<file path="src/rtl/osd_pkg.sv">
package osd_pkg;
  localparam int COLOR_W = 4;
  localparam int NBR_W   = 8;

  typedef enum logic [1:0] {
    BG_NONE    = 2'b00,
    BG_SOLID   = 2'b01,
    BG_CONCAVE = 2'b10,
    BG_CONVEX  = 2'b11
  } bg_mode_e;

  typedef enum logic [1:0] {
    TS_NEVER = 2'b00,
    TS_BARE  = 2'b01,
    TS_FLAT  = 2'b10,
    TS_ANY   = 2'b11
  } trim_sel_e;

  localparam logic [1:0] TRIM_EIGHT = 2'b11;

  localparam int LAYER_CHR = 0;
  localparam int LAYER_LN  = 1;
  localparam int N_BG_LAYERS = 2;
endpackage

</file>
<file path="src/rtl/osd_trim_unit.sv">
module osd_trim_unit #(
  parameter int NBR = osd_pkg::NBR_W
) (
  input  logic           own_dot,
  input  logic [NBR-1:0] nbr,
  input  logic [1:0]     ctl,
  input  logic [1:0]     sel,
  input  logic [1:0]     cbg_mode,
  output logic           hit
);
  import osd_pkg::*;

  logic ring;
  logic permit;

  always_comb begin
    ring = !own_dot && (|nbr);
    case (trim_sel_e'(sel))
      TS_NEVER: permit = 1'b0;
      TS_BARE:  permit = (bg_mode_e'(cbg_mode) == BG_NONE);
      TS_FLAT:  permit = (bg_mode_e'(cbg_mode) == BG_NONE) ||
                         (bg_mode_e'(cbg_mode) == BG_SOLID);
      default:  permit = 1'b1;
    endcase
    hit = (ctl == TRIM_EIGHT) && ring && permit;
  end
endmodule

</file>
<file path="src/rtl/osd_shade_pick.sv">
module osd_shade_pick #(
  parameter int CW         = osd_pkg::COLOR_W,
  parameter bit ZERO_CLEAR = 1'b0
) (
  input  logic [1:0]    mode,
  input  logic [CW-1:0] base_col,
  input  logic [CW-1:0] hi_col,
  input  logic [CW-1:0] sh_col,
  input  logic          frm_tl,
  input  logic          frm_br,
  output logic          opaque,
  output logic [CW-1:0] color
);
  import osd_pkg::*;

  logic base_vis;
  logic convex;

  always_comb begin
    base_vis = !(ZERO_CLEAR && (base_col == '0));
    convex   = (bg_mode_e'(mode) == BG_CONVEX);
    opaque   = 1'b0;
    color    = base_col;
    case (bg_mode_e'(mode))
      BG_NONE:  opaque = 1'b0;
      BG_SOLID: opaque = base_vis;
      default: begin
        if (frm_tl) begin
          opaque = 1'b1;
          color  = convex ? hi_col : sh_col;
        end else if (frm_br) begin
          opaque = 1'b1;
          color  = convex ? sh_col : hi_col;
        end else begin
          opaque = base_vis;
        end
      end
    endcase
  end
endmodule

</file>
<file path="src/rtl/osd_out_stage.sv">
module osd_out_stage #(
  parameter int CW = osd_pkg::COLOR_W
) (
  input  logic          clk,
  input  logic          rst_n,
  input  logic          in_valid,
  output logic          in_ready,
  input  logic [CW-1:0] d_color,
  input  logic          d_period,
  input  logic          inv_color,
  input  logic          inv_period,
  output logic          out_valid,
  input  logic          out_ready,
  output logic [CW-1:0] out_color,
  output logic          out_period
);
  assign in_ready = !out_valid || out_ready;

  always_ff @(posedge clk or negedge rst_n) begin
    if (!rst_n) begin
      out_valid  <= 1'b0;
      out_color  <= '0;
      out_period <= 1'b0;
    end else begin
      if (in_ready) out_valid <= in_valid;
      if (in_valid && in_ready) begin
        out_color  <= d_color ^ {CW{inv_color}};
        out_period <= d_period ^ inv_period;
      end
    end
  end
endmodule

</file>
<file path="src/rtl/osd_pixel_compositor.sv">
module osd_pixel_compositor #(
  parameter int CW  = osd_pkg::COLOR_W,
  parameter int NBR = osd_pkg::NBR_W
) (
  input  logic           clk,
  input  logic           rst_n,
  input  logic           cfg_we,
  input  logic           cfg_chr_en,
  input  logic           cfg_scr_en,
  input  logic           cfg_inv_color,
  input  logic           cfg_inv_period,
  input  logic           in_valid,
  output logic           in_ready,
  input  logic           px_dot,
  input  logic [NBR-1:0] px_nbr,
  input  logic [CW-1:0]  ch_fg_col,
  input  logic [CW-1:0]  ch_bg_col,
  input  logic [1:0]     ch_bg_mode,
  input  logic           ch_frm_tl,
  input  logic           ch_frm_br,
  input  logic           ln_show,
  input  logic [1:0]     ln_trim_ctl,
  input  logic [1:0]     ln_trim_sel,
  input  logic [CW-1:0]  ln_trim_col,
  input  logic [CW-1:0]  ln_bg_col,
  input  logic [1:0]     ln_bg_mode,
  input  logic           ln_frm_tl,
  input  logic           ln_frm_br,
  input  logic [CW-1:0]  hilite_col,
  input  logic [CW-1:0]  shadow_col,
  input  logic [CW-1:0]  scr_col,
  output logic           out_valid,
  input  logic           out_ready,
  output logic [CW-1:0]  out_color,
  output logic           out_period
);
  import osd_pkg::*;

  localparam int NL = N_BG_LAYERS;

  // configuration register, all clear after reset (display off, positive logic)
  logic chr_en_q, scr_en_q, inv_col_q, inv_per_q;

  always_ff @(posedge clk or negedge rst_n) begin
    if (!rst_n) begin
      chr_en_q  <= 1'b0;
      scr_en_q  <= 1'b0;
      inv_col_q <= 1'b0;
      inv_per_q <= 1'b0;
    end else if (cfg_we) begin
      chr_en_q  <= cfg_chr_en;
      scr_en_q  <= cfg_scr_en;
      inv_col_q <= cfg_inv_color;
      inv_per_q <= cfg_inv_period;
    end
  end

  // background layers share one shading rule; the character layer treats code 0 as clear
  logic [1:0]    lay_mode [NL];
  logic [CW-1:0] lay_base [NL];
  logic          lay_tl   [NL];
  logic          lay_br   [NL];
  logic          lay_op   [NL];
  logic [CW-1:0] lay_col  [NL];

  assign lay_mode[LAYER_CHR] = ch_bg_mode;
  assign lay_base[LAYER_CHR] = ch_bg_col;
  assign lay_tl[LAYER_CHR]   = ch_frm_tl;
  assign lay_br[LAYER_CHR]   = ch_frm_br;
  assign lay_mode[LAYER_LN]  = ln_bg_mode;
  assign lay_base[LAYER_LN]  = ln_bg_col;
  assign lay_tl[LAYER_LN]    = ln_frm_tl;
  assign lay_br[LAYER_LN]    = ln_frm_br;

  for (genvar g = 0; g < NL; g++) begin : g_bg
    osd_shade_pick #(
      .CW        (CW),
      .ZERO_CLEAR(g == LAYER_CHR)
    ) i_shade (
      .mode    (lay_mode[g]),
      .base_col(lay_base[g]),
      .hi_col  (hilite_col),
      .sh_col  (shadow_col),
      .frm_tl  (lay_tl[g]),
      .frm_br  (lay_br[g]),
      .opaque  (lay_op[g]),
      .color   (lay_col[g])
    );
  end

  logic trim_hit;

  osd_trim_unit #(.NBR(NBR)) i_trim (
    .own_dot (px_dot),
    .nbr     (px_nbr),
    .ctl     (ln_trim_ctl),
    .sel     (ln_trim_sel),
    .cbg_mode(ch_bg_mode),
    .hit     (trim_hit)
  );

  // layer visibility after global and per-line gating
  logic          show;
  logic          v_dot, v_trim, v_cbg, v_lbg;
  logic [CW-1:0] mix_col;
  logic          mix_per;

  always_comb begin
    show   = chr_en_q && ln_show;
    v_dot  = show && px_dot;
    v_trim = show && trim_hit;
    v_cbg  = show && lay_op[LAYER_CHR];
    v_lbg  = chr_en_q && lay_op[LAYER_LN];
    mix_per = v_dot || v_trim || v_cbg || v_lbg;
    if (v_dot)       mix_col = ch_fg_col;
    else if (v_trim) mix_col = ln_trim_col;
    else if (v_cbg)  mix_col = lay_col[LAYER_CHR];
    else if (v_lbg)  mix_col = lay_col[LAYER_LN];
    else if (scr_en_q) mix_col = scr_col;
    else             mix_col = '0;
  end

  osd_out_stage #(.CW(CW)) i_out (
    .clk       (clk),
    .rst_n     (rst_n),
    .in_valid  (in_valid),
    .in_ready  (in_ready),
    .d_color   (mix_col),
    .d_period  (mix_per),
    .inv_color (inv_col_q),
    .inv_period(inv_per_q),
    .out_valid (out_valid),
    .out_ready (out_ready),
    .out_color (out_color),
    .out_period(out_period)
  );
endmodule

</file>
<file path="config.mk">
export PLATFORM = sky130hd
export DESIGN_NAME = osd_pixel_compositor
export DESIGN_NICKNAME = d
export VERILOG_FILES = /design/src/rtl/osd_pkg.sv /design/src/rtl/osd_trim_unit.sv /design/src/rtl/osd_shade_pick.sv /design/src/rtl/osd_out_stage.sv /design/src/rtl/osd_pixel_compositor.sv
export SDC_FILE = /design/constraint.sdc
export NUM_CORES = 1
export LEC_CHECK = 0
export BUFFER_PORTS_ARGS = -buffer_cell sky130_fd_sc_hd__buf_2
export CAP_MARGIN = 40
export CELL_PAD_IN_SITES_DETAIL_PLACEMENT = 1
export CELL_PAD_IN_SITES_GLOBAL_PLACEMENT = 1
export CORE_AREA = 2 2 63 65
export DETAILED_ROUTE_END_ITERATION = 7
export DIE_AREA = 0 0 65 67
export HOLD_SLACK_MARGIN = 0.05
export PLACE_DENSITY_LB_ADDON = 0.15
export SLEW_MARGIN = 20
export SYNTH_ARGS = -nofsm -noshare
export SYNTH_HDL_FRONTEND = slang
export SYNTH_SLANG_ARGS = --single-unit
</file>
<file path="constraint.sdc">
create_clock -name clk -period 4.3 [get_ports clk]
set_clock_uncertainty 0.15 [all_clocks]
set_input_delay 0.86 -clock clk [delete_from_list [all_inputs] [get_ports clk]]
set_output_delay 0.86 -clock clk [all_outputs]
set_load 0.01 [all_outputs]
</file>
==> summary.txt, run 1 <==
Global route
  – Antenna violations before repair: 0
  – Overall Global Routing Usage: 0.203
  – First-pass GRT wire length: 6.91 mm
  – Pin count of the biggest net entering global routing: 18
  – Vias in the first global route: 1521
  – Congestion Overflow GR: 0

Place
  – GPL Wtd Cong: 0.798
  – Port Buffer Count: 65
  – Dpl hpwl: 3.42 mm
  – Dpl cell area: 1480 um^2

Yosys
  – Yosys reg bits: 10
  – Synth Warn #: 0
  – Main flop type after synthesis: dfrtp_1
  – Yosys cell types: 40
  – Syn_nets: 200
  – Ys async rst share: 1.00
  – Post-synth top area share: 0.222
  – Number of synthesized flops with an enable pin: 0
  – Post-synthesis sequential area ratio: 0.222
  – Area leader, netlist: dfrtp_1
  – Synth area leaders: dfrtp_1, mux2_2, a22o_1, o31ai_1, a221oi_1
  – Mapped cell area: 1130 um^2
  – Syn avg cell area: 8.00 um^2
  – Post-synthesis cell count: roughly 140

Worst setup path
  – CP Capture Type: register
  – Slowest-stage cell, CP: or4b_1
  – Worst EP arrival: roughly 2.5 ns
  – Setup CP Type: in -> reg
  – Worst path max stage delay: 0.53 ns
  – CP Launch Type: primary input
  – CP cell instances: buf_2, nor4_2, a211o_1, a21oi_1, clkbuf_4, or2_4, or4b_1, nand3_1
  – Required time worst endpoint: 4.32 ns
  – Worst reg-to-reg setup slack: 2.09 ns
  – CP max FO: 12

Floorplanning
  – Die Height: 67 um
  – Die Area: 4360 um^2
  – Row cnt: 22
  – Ports: 66
  – Core area: 3610 um^2
  – DIE WIDTH: 65 um
  – Starting density of the core: 0.313

Route
  – Final wirelength: 3.99 mm
  – DR WL/cell: 15.8 um
  – DRC viols: 0
  – Number of detailed-route iterations in the first pass: 4
  – DR vias/cell: 5.77
  – ANT nets after route: 0
  – Via count: 1455
  – Initial DRC Count: 55

Timing
  – Fin crit share: 0.585
  – Minimum clock period: approximately 2.5 ns
  – RSZ-0062 raised after global routing: no
  – Worst Max-Slew Pin Slew: 0.549 ns
  – Max-slew headroom: 0.624
  – Final hold viol count: 0
  – Final count of negative-setup-slack endpoints: 0
  – Fin. max-slew vios: 0
  – Hold Slack: 0.326 ns
  – Fmax: roughly 0.4 GHz
  – Fin Setup TNS: 0 ns

Power
  – Internal power: 0.239 mW
  – P_sw: approximately 0.13 mW
  – LEAKAGE: a little under 0.7 nW
  – Power density cells: 239 nW/um^2
  – Sw Ratio: 0.346
  – Clock power share: 0.263
  – Maximum vdd drop: 0.0803 mV
  – Comb power frac: 0.397
  – Seq pwr share: 0.340

Cells and area
  – Area Overhead vs Synth: 35.8%
  – Fin nets: 265
  – Layout cells sized above 1: 0.387
  – ANT cells: 0
  – Fillers: 469
  – Post-Route Utilization: 0.425
  – FF/Latch Area: ~250 um^2
  – Finished Cell Area: 1530 um^2
  – Area occupied by multi-input gates: 833 um^2

Clock tree
  – CTS Sinks: 10
  – H-tree depth: 1
  – CTS root buf: clkbuf_8
  – Clock slew at reported path FFs: 0.05 ns
  – CTS buffer count: 3
  – CTS hold repair buffers: 0
  – Postcts setup bufs: 0
  – Maximum clock insertion buffer count: 2
  – Worst-Skew Late Latency: ~0.23 ns
  – Cts repair resizes: 0
  – CTS tree: yes

Hold path
  – Hold Path Class: in -> async

Status
  – Status: completed

Flow run
  – MaxCap Viol Count: 0
[final timing paths]
kind                             startpoint            endpoint  cells after the start
max reg2reg                        chr_en_q  i_out.out_color[1]                      7
min reg2reg                i_out.out_period    i_out.out_period                      2
max in group asynchronous             rst_n  i_out.out_color[2]                      1
min in group clk           i_out.out_period    i_out.out_period                      2
min                                   rst_n     i_out.out_valid                      1
max                               px_nbr[1]  i_out.out_color[1]                      8
[state kept, by name, summed over array words and instances (netlist names)]
name / cells
scr_en_q: 1
i_out.out_period: 1
inv_per_q: 1
i_out.out_valid: 1
i_out.out_color: 4
chr_en_q: 1
inv_col_q: 1
[per-layer routing]
layer / GRT usage / up-vias / wire length (um)
li1: - / 709 / -
met1: 0.238 / 698 / 1620
met2: 0.375 / 43 / 2120
met3: 0.0253 / 5 / 195
met4: 0.0745 / 0 / 53
met5: 0 / - / 0
[metrics by stage]
step	worst slack (ns)	cells	power, mW
6_report	1.78	252	0.366
5_1_grt	1.69	252	0.395
4_1_cts	1.75	251	0.371
3_5_place_dp	1.51	248	0.272
3_3_place_gp	1.61	248	0.266
2_1_floorplan	1.92	141	0.201
[final cells by class]
class / instances / area share
multi-input combinational: 121 / 0.544
timing repair buffer: 66 / 0.217
sequential: 10 / 0.163
tap: 48 / 0.0392
clock buffer: 3 / 0.0269
inverter: 4 / 0.00980
[power groups by stage]
| stage | clock network (mW) | logic, mW | registers (mW) |
|---|---|---|---|
| 2_1_floorplan | 0 | 0.0755 | 0.126 |
| 3_3_place_gp | 0 | 0.141 | 0.125 |
| 3_5_place_dp | 0 | 0.146 | 0.126 |
| 4_1_cts | 0.100 | 0.147 | 0.124 |
| 5_1_grt | 0.104 | 0.164 | 0.127 |
| 6_report | 0.0962 | 0.145 | 0.124 |
[placed cells by master, fill, tap and decap left out, types with 6 or more instances in the layout]
master,count
nand2_1,11
o21ai_0,6
o31ai_1,8
buf_2,65
dfrtp_1,10
nand3_1,8
a22o_1,7
mux2_2,6
a221oi_1,6
a21oi_1,8
nor2_1,6
[critical path, delay by kind of cell]
| family | cells | cell delay (ns) |
|---|---|---|
| and+or+nand+nor | 4 | 1.19 |
| buffers and inverters | 2 | 0.29 |
| AOI/OAI and AO/OA | 2 | 0.20 |
[synthesized netlist by cell type, types with 6 or more instances]
cell type   n
a21oi_1     8
a221oi_1    6
a22o_1      7
buf_2       6
dfrtp_1    10
mux2_2      6
nand2_1    11
nand3_1     8
nor2_1      6
o21ai_0     6
o31ai_1     8
[kinds of logic (layout without fill, tap and decap cells)]
family,count (synthesis),count (layout),share of synthesized area
compound gates,63,63,0.414
mux,6,6,0.0599
simple gates,52,52,0.265
flops,10,10,0.222
buf+inv,10,73,0.0399
Note: power is estimated with default switching activity, not from simulation.
==> inputs of run 2 (changes only) <==
--- a/config.mk
+++ b/config.mk
@@ -9,9 +9,9 @@
 export CAP_MARGIN = 40
 export CELL_PAD_IN_SITES_DETAIL_PLACEMENT = 1
 export CELL_PAD_IN_SITES_GLOBAL_PLACEMENT = 1
-export CORE_AREA = 2 2 63 65
+export CORE_AREA = 2 2 65 67
 export DETAILED_ROUTE_END_ITERATION = 7
-export DIE_AREA = 0 0 65 67
+export DIE_AREA = 0 0 67 69
 export HOLD_SLACK_MARGIN = 0.05
 export PLACE_DENSITY_LB_ADDON = 0.15
 export SLEW_MARGIN = 20
==> constraint.sdc (replaced) <==
create_clock -name clk -period 2.4 [get_ports clk]
set_clock_uncertainty 0.15 [all_clocks]
set_input_delay 0.48 -clock clk [delete_from_list [all_inputs] [get_ports clk]]
set_output_delay 0.48 -clock clk [all_outputs]
set_load 0.01 [all_outputs]
==> run 2 against run 1 <==
  * Final area up 3.7%
  * Clock-buffer cell count up 1
  * Combinational power up 90%
  * Non-clock buffer count up 5
  * Core utilization down 1.9 points
  * Hold slack worse by 0.0038 ns
  * Cell count up 3.2%
  * Critical path type is now reg -> reg
  * Largest cell class unchanged
==> summary.txt, run 2 (synthesized netlist as in run 1, its figures left out) <==
Status
  – Status: completed (unchanged)

Clock tree
  – Worst-Skew Late Latency: 0.23 ns (about the same)
  – Maximum clock insertion buffer count: 2 (unchanged)
  – CTS buffer count: 3 (unchanged)
  – CTS root buf: clkbuf_8 (unchanged)
  – CTS tree: yes (unchanged)
  – Cts repair resizes: 0 (unchanged)
  – Clock slew at reported path FFs: 0.05 ns (about the same)
  – CTS Sinks: 10 (unchanged)
  – H-tree depth: 1 (unchanged)

Route
  – DR vias/cell: 5.64 (was 5.77)
  – Initial DRC Count: 48 (was 55)
  – Final wirelength: 4.01 mm (was 3.99 mm)
  – Number of detailed-route iterations in the first pass: 4 (unchanged)
  – DRC viols: 0 (unchanged)
  – DR WL/cell: 15.4 um (was 15.8 um)
  – ANT nets after route: 0 (unchanged)
  – Via count: 1467 (was 1455)

Worst setup path
  – Setup CP Type: reg -> reg (was in -> reg)
  – FF-to-FF End: i_out.out_color[1] (unchanged)
  – Worst reg-to-reg setup slack: 0.32 ns (was 2.09 ns)
  – Worst path max stage delay: 0.56 ns (was 0.53 ns)
  – Critical R2R Launch: chr_en_q (unchanged)
  – CP Launch Type: register (was primary input)
  – CP Capture Type: register (unchanged)
  – Worst EP arrival: 2.10 ns (was 2.53 ns)
  – Cell family with most CP delay: simple AND/OR/NAND/NOR gates (unchanged)
  – Crit path top cell by count: and2_1
  – WP depth: 6 (was 8)
  – CP cell instances: and2_1, and2_1, a2111oi_0, buf_4, or4b_1, nand3_1 (was buf_2, nor4_2, a211o_1, a21oi_1, clkbuf_4, or2_4, or4b_1, nand3_1)
  – CP Capture Point: i_out.out_color[1] (unchanged)
  – Slowest-stage cell, CP: dfrtp_1 (was or4b_1)
  – Crit path from: chr_en_q (was px_nbr[1])
  – Buffers & Inverters on Critical Path: 1 (was 2)
  – Worst-case reg-to-reg path depth: 6 (was 7)
  – Required time worst endpoint: 2.42 ns (was 4.32 ns)
  – CP max FO: 11 (was 12)

Cells and area
  – Leading cell types in the layout, fill and taps excluded: buf_2, nand2_1, dfrtp_1 (unchanged)
  – Final Instance Count excl. Fillers: 260 (was 252)
  – Biggest register: i_out.out_color (unchanged)
  – Area Overhead vs Synth: 40.8% (was 35.8%)
  – Fillers: 536 (was 469)
  – Fin nets: 270 (was 265)
  – Most common cell after layout, fill and taps aside: buf_2 (unchanged)
  – Max reg flops: 4 (unchanged)
  – ANT cells: 0 (unchanged)
  – Layout cells sized above 1: 0.400 (was 0.387)

Timing
  – Minimum clock period: 2.08 ns
  – Final hold viol count: 0 (unchanged)
  – Final count of negative-setup-slack endpoints: 0 (unchanged)
  – Fmax: 0.481 GHz
  – Fin. max-slew vios: 0 (unchanged)
  – Hold Slack: 0.322 ns (was 0.326 ns)
  – RSZ-0062 raised after global routing: no (unchanged)
  – Fin Setup TNS: 0 ns (unchanged)
  – Fin crit share: 0.866
  – Max-slew headroom: 0.730 (was 0.624)
  – Worst Max-Slew Pin Slew: 0.394 ns (was 0.549 ns)

Place
  – Port Buffer Count: 65 (unchanged)
  – GPL Wtd Cong: 0.854 (was 0.798)
  – Dpl hpwl: 3.45 mm (was 3.42 mm)
  – Placed insts: 255 (was 248)

Power
  – P_sw: 0.232 mW (was 0.126 mW)
  – Maximum vdd drop: 0.148 mV (was 0.0803 mV)
  – Power density cells: 444 nW/um^2 (was 239 nW/um^2)
  – Comb power frac: 0.391 (was 0.397)
  – Seq pwr share: 0.310 (was 0.340)
  – LEAKAGE: 0.720 nW (was 0.689 nW)
  – Sw Ratio: 0.329 (was 0.346)
  – Clock power share: 0.299 (was 0.263)
  – Internal power: 0.474 mW (was 0.239 mW)
  – Tot Pwr: 0.706 mW (was 0.366 mW)

Floorplanning
  – Core area: 3910 um^2 (was 3610 um^2)
  – DIE WIDTH: 67 um (was 65 um)
  – Row cnt: 23 (was 22)
  – Ports: 66 (unchanged)
  – Starting density of the core: 0.288 (was 0.313)
  – Die Height: 69 um (was 67 um)
  – Die Area: 4620 um^2 (was 4360 um^2)

Flow run
  – MaxCap Viol Count: 0 (unchanged)

Global route
  – Vias in the first global route: 1589 (was 1521)
  – Pin count of the biggest net entering global routing: 16 (was 18)
  – Overall Global Routing Usage: 0.185 (was 0.203)
  – Antenna violations before repair: 0 (unchanged)
  – First-pass GRT wire length: 6.98 mm (was 6.91 mm)
  – Congestion Overflow GR: 0 (unchanged)

Hold path
  – Hold Path Class: in -> reg (was in -> async)
-- run 2: repair_timing --
action,4_1_cts,5_1_grt
hold endpoints to repair,10,0
setup buffers,0,0
hold buffers,1,0
-- run 2: area by class of cell --
type,instances,area (um^2),share of cell area
Clock buffer,4,55.1,0.0346
Inverter,4,15.0,0.00945
Multi-Input combinational cell,121,833,0.524
Sequential cell,10,250,0.157
Tap cell,50,62.6,0.0394
Timing Repair Buffer,71,373,0.235
-- run 2: power by group through the flow --
stage / Clock (mW) / Sequential [mW] / Combinational [mW]
2_1_floorplan: 0 / 0.225 / 0.135
3_3_place_gp: 0 / 0.222 / 0.268
3_5_place_dp: 0 / 0.223 / 0.276
4_1_cts: 0.216 / 0.220 / 0.279
5_1_grt: 0.220 / 0.224 / 0.311
6_report: 0.211 / 0.219 / 0.276
-- run 2: through the flow --
step           worst slack [ns]  utilization  cell area (um^2)
2_1_floorplan             0.405            -              1130
3_3_place_gp              0.248        0.389              1520
3_5_place_dp              0.193        0.389              1520
4_1_cts                   0.312        0.406              1590
5_1_grt                   0.179        0.406              1590
6_report                  0.322        0.406              1590
-- run 2: worst register-to-register path, delay by kind of cell, from the launching register on --
family / cells / cell delay, ns
buf+inv: 1 / 0.15
flops: 1 / 0.56
simple gates: 4 / 1.07
compound gates: 1 / 0.08
-- run 2: worst min path at each step --
stage / startpoint / to / slack (ns) / depth (start not counted)
final: in_valid / i_out.out_valid / 0.32 / 2
after global routing: cfg_scr_en / scr_en_q / 0.33 / 2
after CTS: in_valid / i_out.out_valid / 0.32 / 2
after detailed placement: rst_n / i_out.out_color[3] / 0.21 / 1
after global placement: rst_n / i_out.out_color[3] / 0.20 / 1
after floorplan: rst_n / chr_en_q / 0.03 / 0
-- run 2: per-layer routing --
metal,share of wire,global-route usage
met1,0.42,0.229
met2,0.52,0.340
met3,0.053,0.0163
met4,0.0040,0.0363
met5,0,0
==> inputs of run 3 (changes only) <==
--- a/config.mk
+++ b/config.mk
@@ -5,11 +5,12 @@
 export SDC_FILE = /design/constraint.sdc
 export NUM_CORES = 1
 export LEC_CHECK = 0
-export BUFFER_PORTS_ARGS = -buffer_cell sky130_fd_sc_hd__buf_2
+export BUFFER_PORTS_ARGS = -buffer_cell sky130_fd_sc_hd__buf_4
 export CAP_MARGIN = 40
 export CELL_PAD_IN_SITES_DETAIL_PLACEMENT = 1
 export CELL_PAD_IN_SITES_GLOBAL_PLACEMENT = 1
 export CORE_AREA = 2 2 65 67
+export CTS_CLUSTER_SIZE = 40
 export DETAILED_ROUTE_END_ITERATION = 7
 export DIE_AREA = 0 0 67 69
 export HOLD_SLACK_MARGIN = 0.05
==> run 3 against run 2 <==
  * Register-to-register slack about the same
  * Hold slack worse by 0.022 ns
  * Sequential share of layout area down 1.5 points
==> summary.txt, run 3 (synthesized netlist as in run 1, its figures left out) <==
Floorplanning
  – Die Height: 69 um (unchanged)
  – Die Area: 4620 um^2 (unchanged)
  – Core area: 3910 um^2 (unchanged)
  – Row cnt: 23 (unchanged)
  – DIE WIDTH: 67 um (unchanged)
  – Starting density of the core: 0.288 (unchanged)
  – Ports: 66 (unchanged)

Cells and area
  – Fin nets: 271 (was 270)
  – Layout cells sized above 1: 0.403 (was 0.400)
  – ANT cells: 0 (unchanged)
  – Most common cell after layout, fill and taps aside: buf_4 (was buf_2)
  – Finished Cell Area: 1760 um^2 (was 1590 um^2)
  – Max reg flops: 4 (unchanged)
  – Biggest register: i_out.out_color (unchanged)
  – Area Overhead vs Synth: 55.7% (was 40.8%)
  – Leading cell types in the layout, fill and taps excluded: buf_4, nand2_1, dfrtp_1 (was buf_2, nand2_1, dfrtp_1)

Power
  – LEAKAGE: 0.782 nW (was 0.720 nW)
  – Maximum vdd drop: 0.150 mV (was 0.148 mV)
  – Tot Pwr: 0.766 mW (was 0.706 mW)
  – Power density cells: 436 nW/um^2 (was 444 nW/um^2)

Worst setup path
  – Setup CP Type: in -> reg (was reg -> reg)
  – Slowest-stage cell, CP: or4b_1 (was dfrtp_1)
  – CP cell instances: buf_4, nor4_2, a211o_1, a21oi_1, buf_2, or2_4, or4b_1, nand3_1 (was and2_1, and2_1, a2111oi_0, buf_4, or4b_1, nand3_1)
  – CP Capture Type: register (unchanged)
  – Worst EP arrival: 2.25 ns (was 2.10 ns)
  – CP max FO: 8 (was 11)
  – Worst path max stage delay: 0.54 ns (was 0.56 ns)
  – CP Launch Type: primary input (was register)
  – Required time worst endpoint: 2.43 ns (was 2.42 ns)

Clock tree
  – CTS tree: yes (unchanged)
  – Postcts setup bufs: 0 (unchanged)
  – CTS buffer count: 3 (unchanged)
  – H-tree depth: 1 (unchanged)
  – Maximum clock insertion buffer count: 2 (unchanged)
  – CTS Sinks: 10 (unchanged)
  – Clock slew at reported path FFs: 0.06 ns (was 0.05 ns)
  – Worst-Skew Late Latency: 0.25 ns (was 0.23 ns)
  – CTS root buf: clkbuf_8 (unchanged)

Place
  – GPL Wtd Cong: 0.796 (was 0.854)
  – Dpl hpwl: 3.60 mm (was 3.45 mm)
  – Dpl cell area: 1690 um^2 (was 1520 um^2)
  – Port Buffer Count: 65 (unchanged)

Timing
  – Fin Setup TNS: 0 ns (unchanged)
  – Fin crit share: 0.924 (was 0.866)
  – Fin. max-slew vios: 0 (unchanged)
  – RSZ-0062 raised after global routing: no (unchanged)
  – Worst Max-Slew Pin Slew: 0.455 ns (was 0.394 ns)
  – Minimum clock period: 2.22 ns (was 2.08 ns)
  – Final hold viol count: 0 (unchanged)
  – Max-slew headroom: 0.689 (was 0.730)
  – Final count of negative-setup-slack endpoints: 0 (unchanged)
  – Fmax: 0.451 GHz (was 0.481 GHz)

Hold path
  – Hold Path Class: in -> reg (unchanged)

Route
  – Via count: 1505 (was 1467)
  – DRC viols: 0 (unchanged)
  – Final wirelength: 4.37 mm (was 4.01 mm)
  – DR vias/cell: 5.77 (was 5.64)
  – ANT nets after route: 0 (unchanged)
  – Initial DRC Count: 91 (was 48)
  – Number of detailed-route iterations in the first pass: 4 (unchanged)
  – DR WL/cell: 16.7 um (was 15.4 um)

Status
  – Status: completed (unchanged)

Flow run
  – MaxCap Viol Count: 0 (unchanged)

Global route
  – Vias in the first global route: 1571 (was 1589)
  – Congestion Overflow GR: 0 (unchanged)
  – Overall Global Routing Usage: 0.189 (was 0.185)
  – Antenna violations before repair: 0 (unchanged)
  – Pin count of the biggest net entering global routing: 16 (unchanged)
  – First-pass GRT wire length: 7.02 mm (was 6.98 mm)
run 3: cell count changes in the layout (fill, tap and decap cells not counted), sizes merged:
cell	previous run	this run
buf	70	71
run 3: final cells by class:
cell class | count | area [um^2]
fillers | 502 | 2160
multi-input cells | 121 | 833
repair buffers | 72 | 541
flip-flops and latches | 10 | 250
well taps | 50 | 62.6
clock buffers | 4 | 55.1
inverters | 4 | 15.0
run 3: critical path, delay by kind of cell:
family,cells,cell delay (ns)
compound gates,2,0.24
simple gates,4,1.21
buf+inv,2,0.32
run 3: repair_timing:
item                                    in CTS  in global routing
endpoints found under the setup margin       0                  0
hold endpoints to repair                    10                  0
resized for setup                            0                  0
hold buffers                                 1                  0
run 3: worst paths after layout:
path | start | end | slack [ns] | depth (start not counted)
worst max-delay path | px_nbr[1] | i_out.out_color[1] | 0.18 | 8
worst min-delay path | in_valid | i_out.out_valid | 0.30 | 2
worst max register to register | chr_en_q | i_out.out_color[1] | 0.31 | 7
worst min register to register | i_out.out_period | i_out.out_period | 0.33 | 2
max in group asynchronous | rst_n | i_out.out_valid | 1.49 | 2
min in group asynchronous | rst_n | i_out.out_color[3] | 0.45 | 2
run 3: report_power, final:
group	internal (mW)	switching (mW)	total [mW]
Sequential	0.197	0.0220	0.219
Combinational	0.172	0.152	0.325
Clock	0.145	0.0767	0.222
Total	0.515	0.251	0.766
run 3: stage by stage:
stage,utilization,hold WS (ns),setup slack (ns),instances
after floorplan,-,0.0344,0.405,141
after global placement,0.431,0.169,0.0763,255
after detailed placement,0.431,0.171,0.0236,255
after CTS,0.448,0.301,0.116,260
after global routing,0.449,0.316,0.0547,261
final,0.449,0.300,0.182,261
run 3: per-layer routing:
layer	part of all wire	GRT usage
met2	0.53	0.352
met5	0	0
met1	0.41	0.224
met3	0.049	0.0196
met4	0.014	0.0431
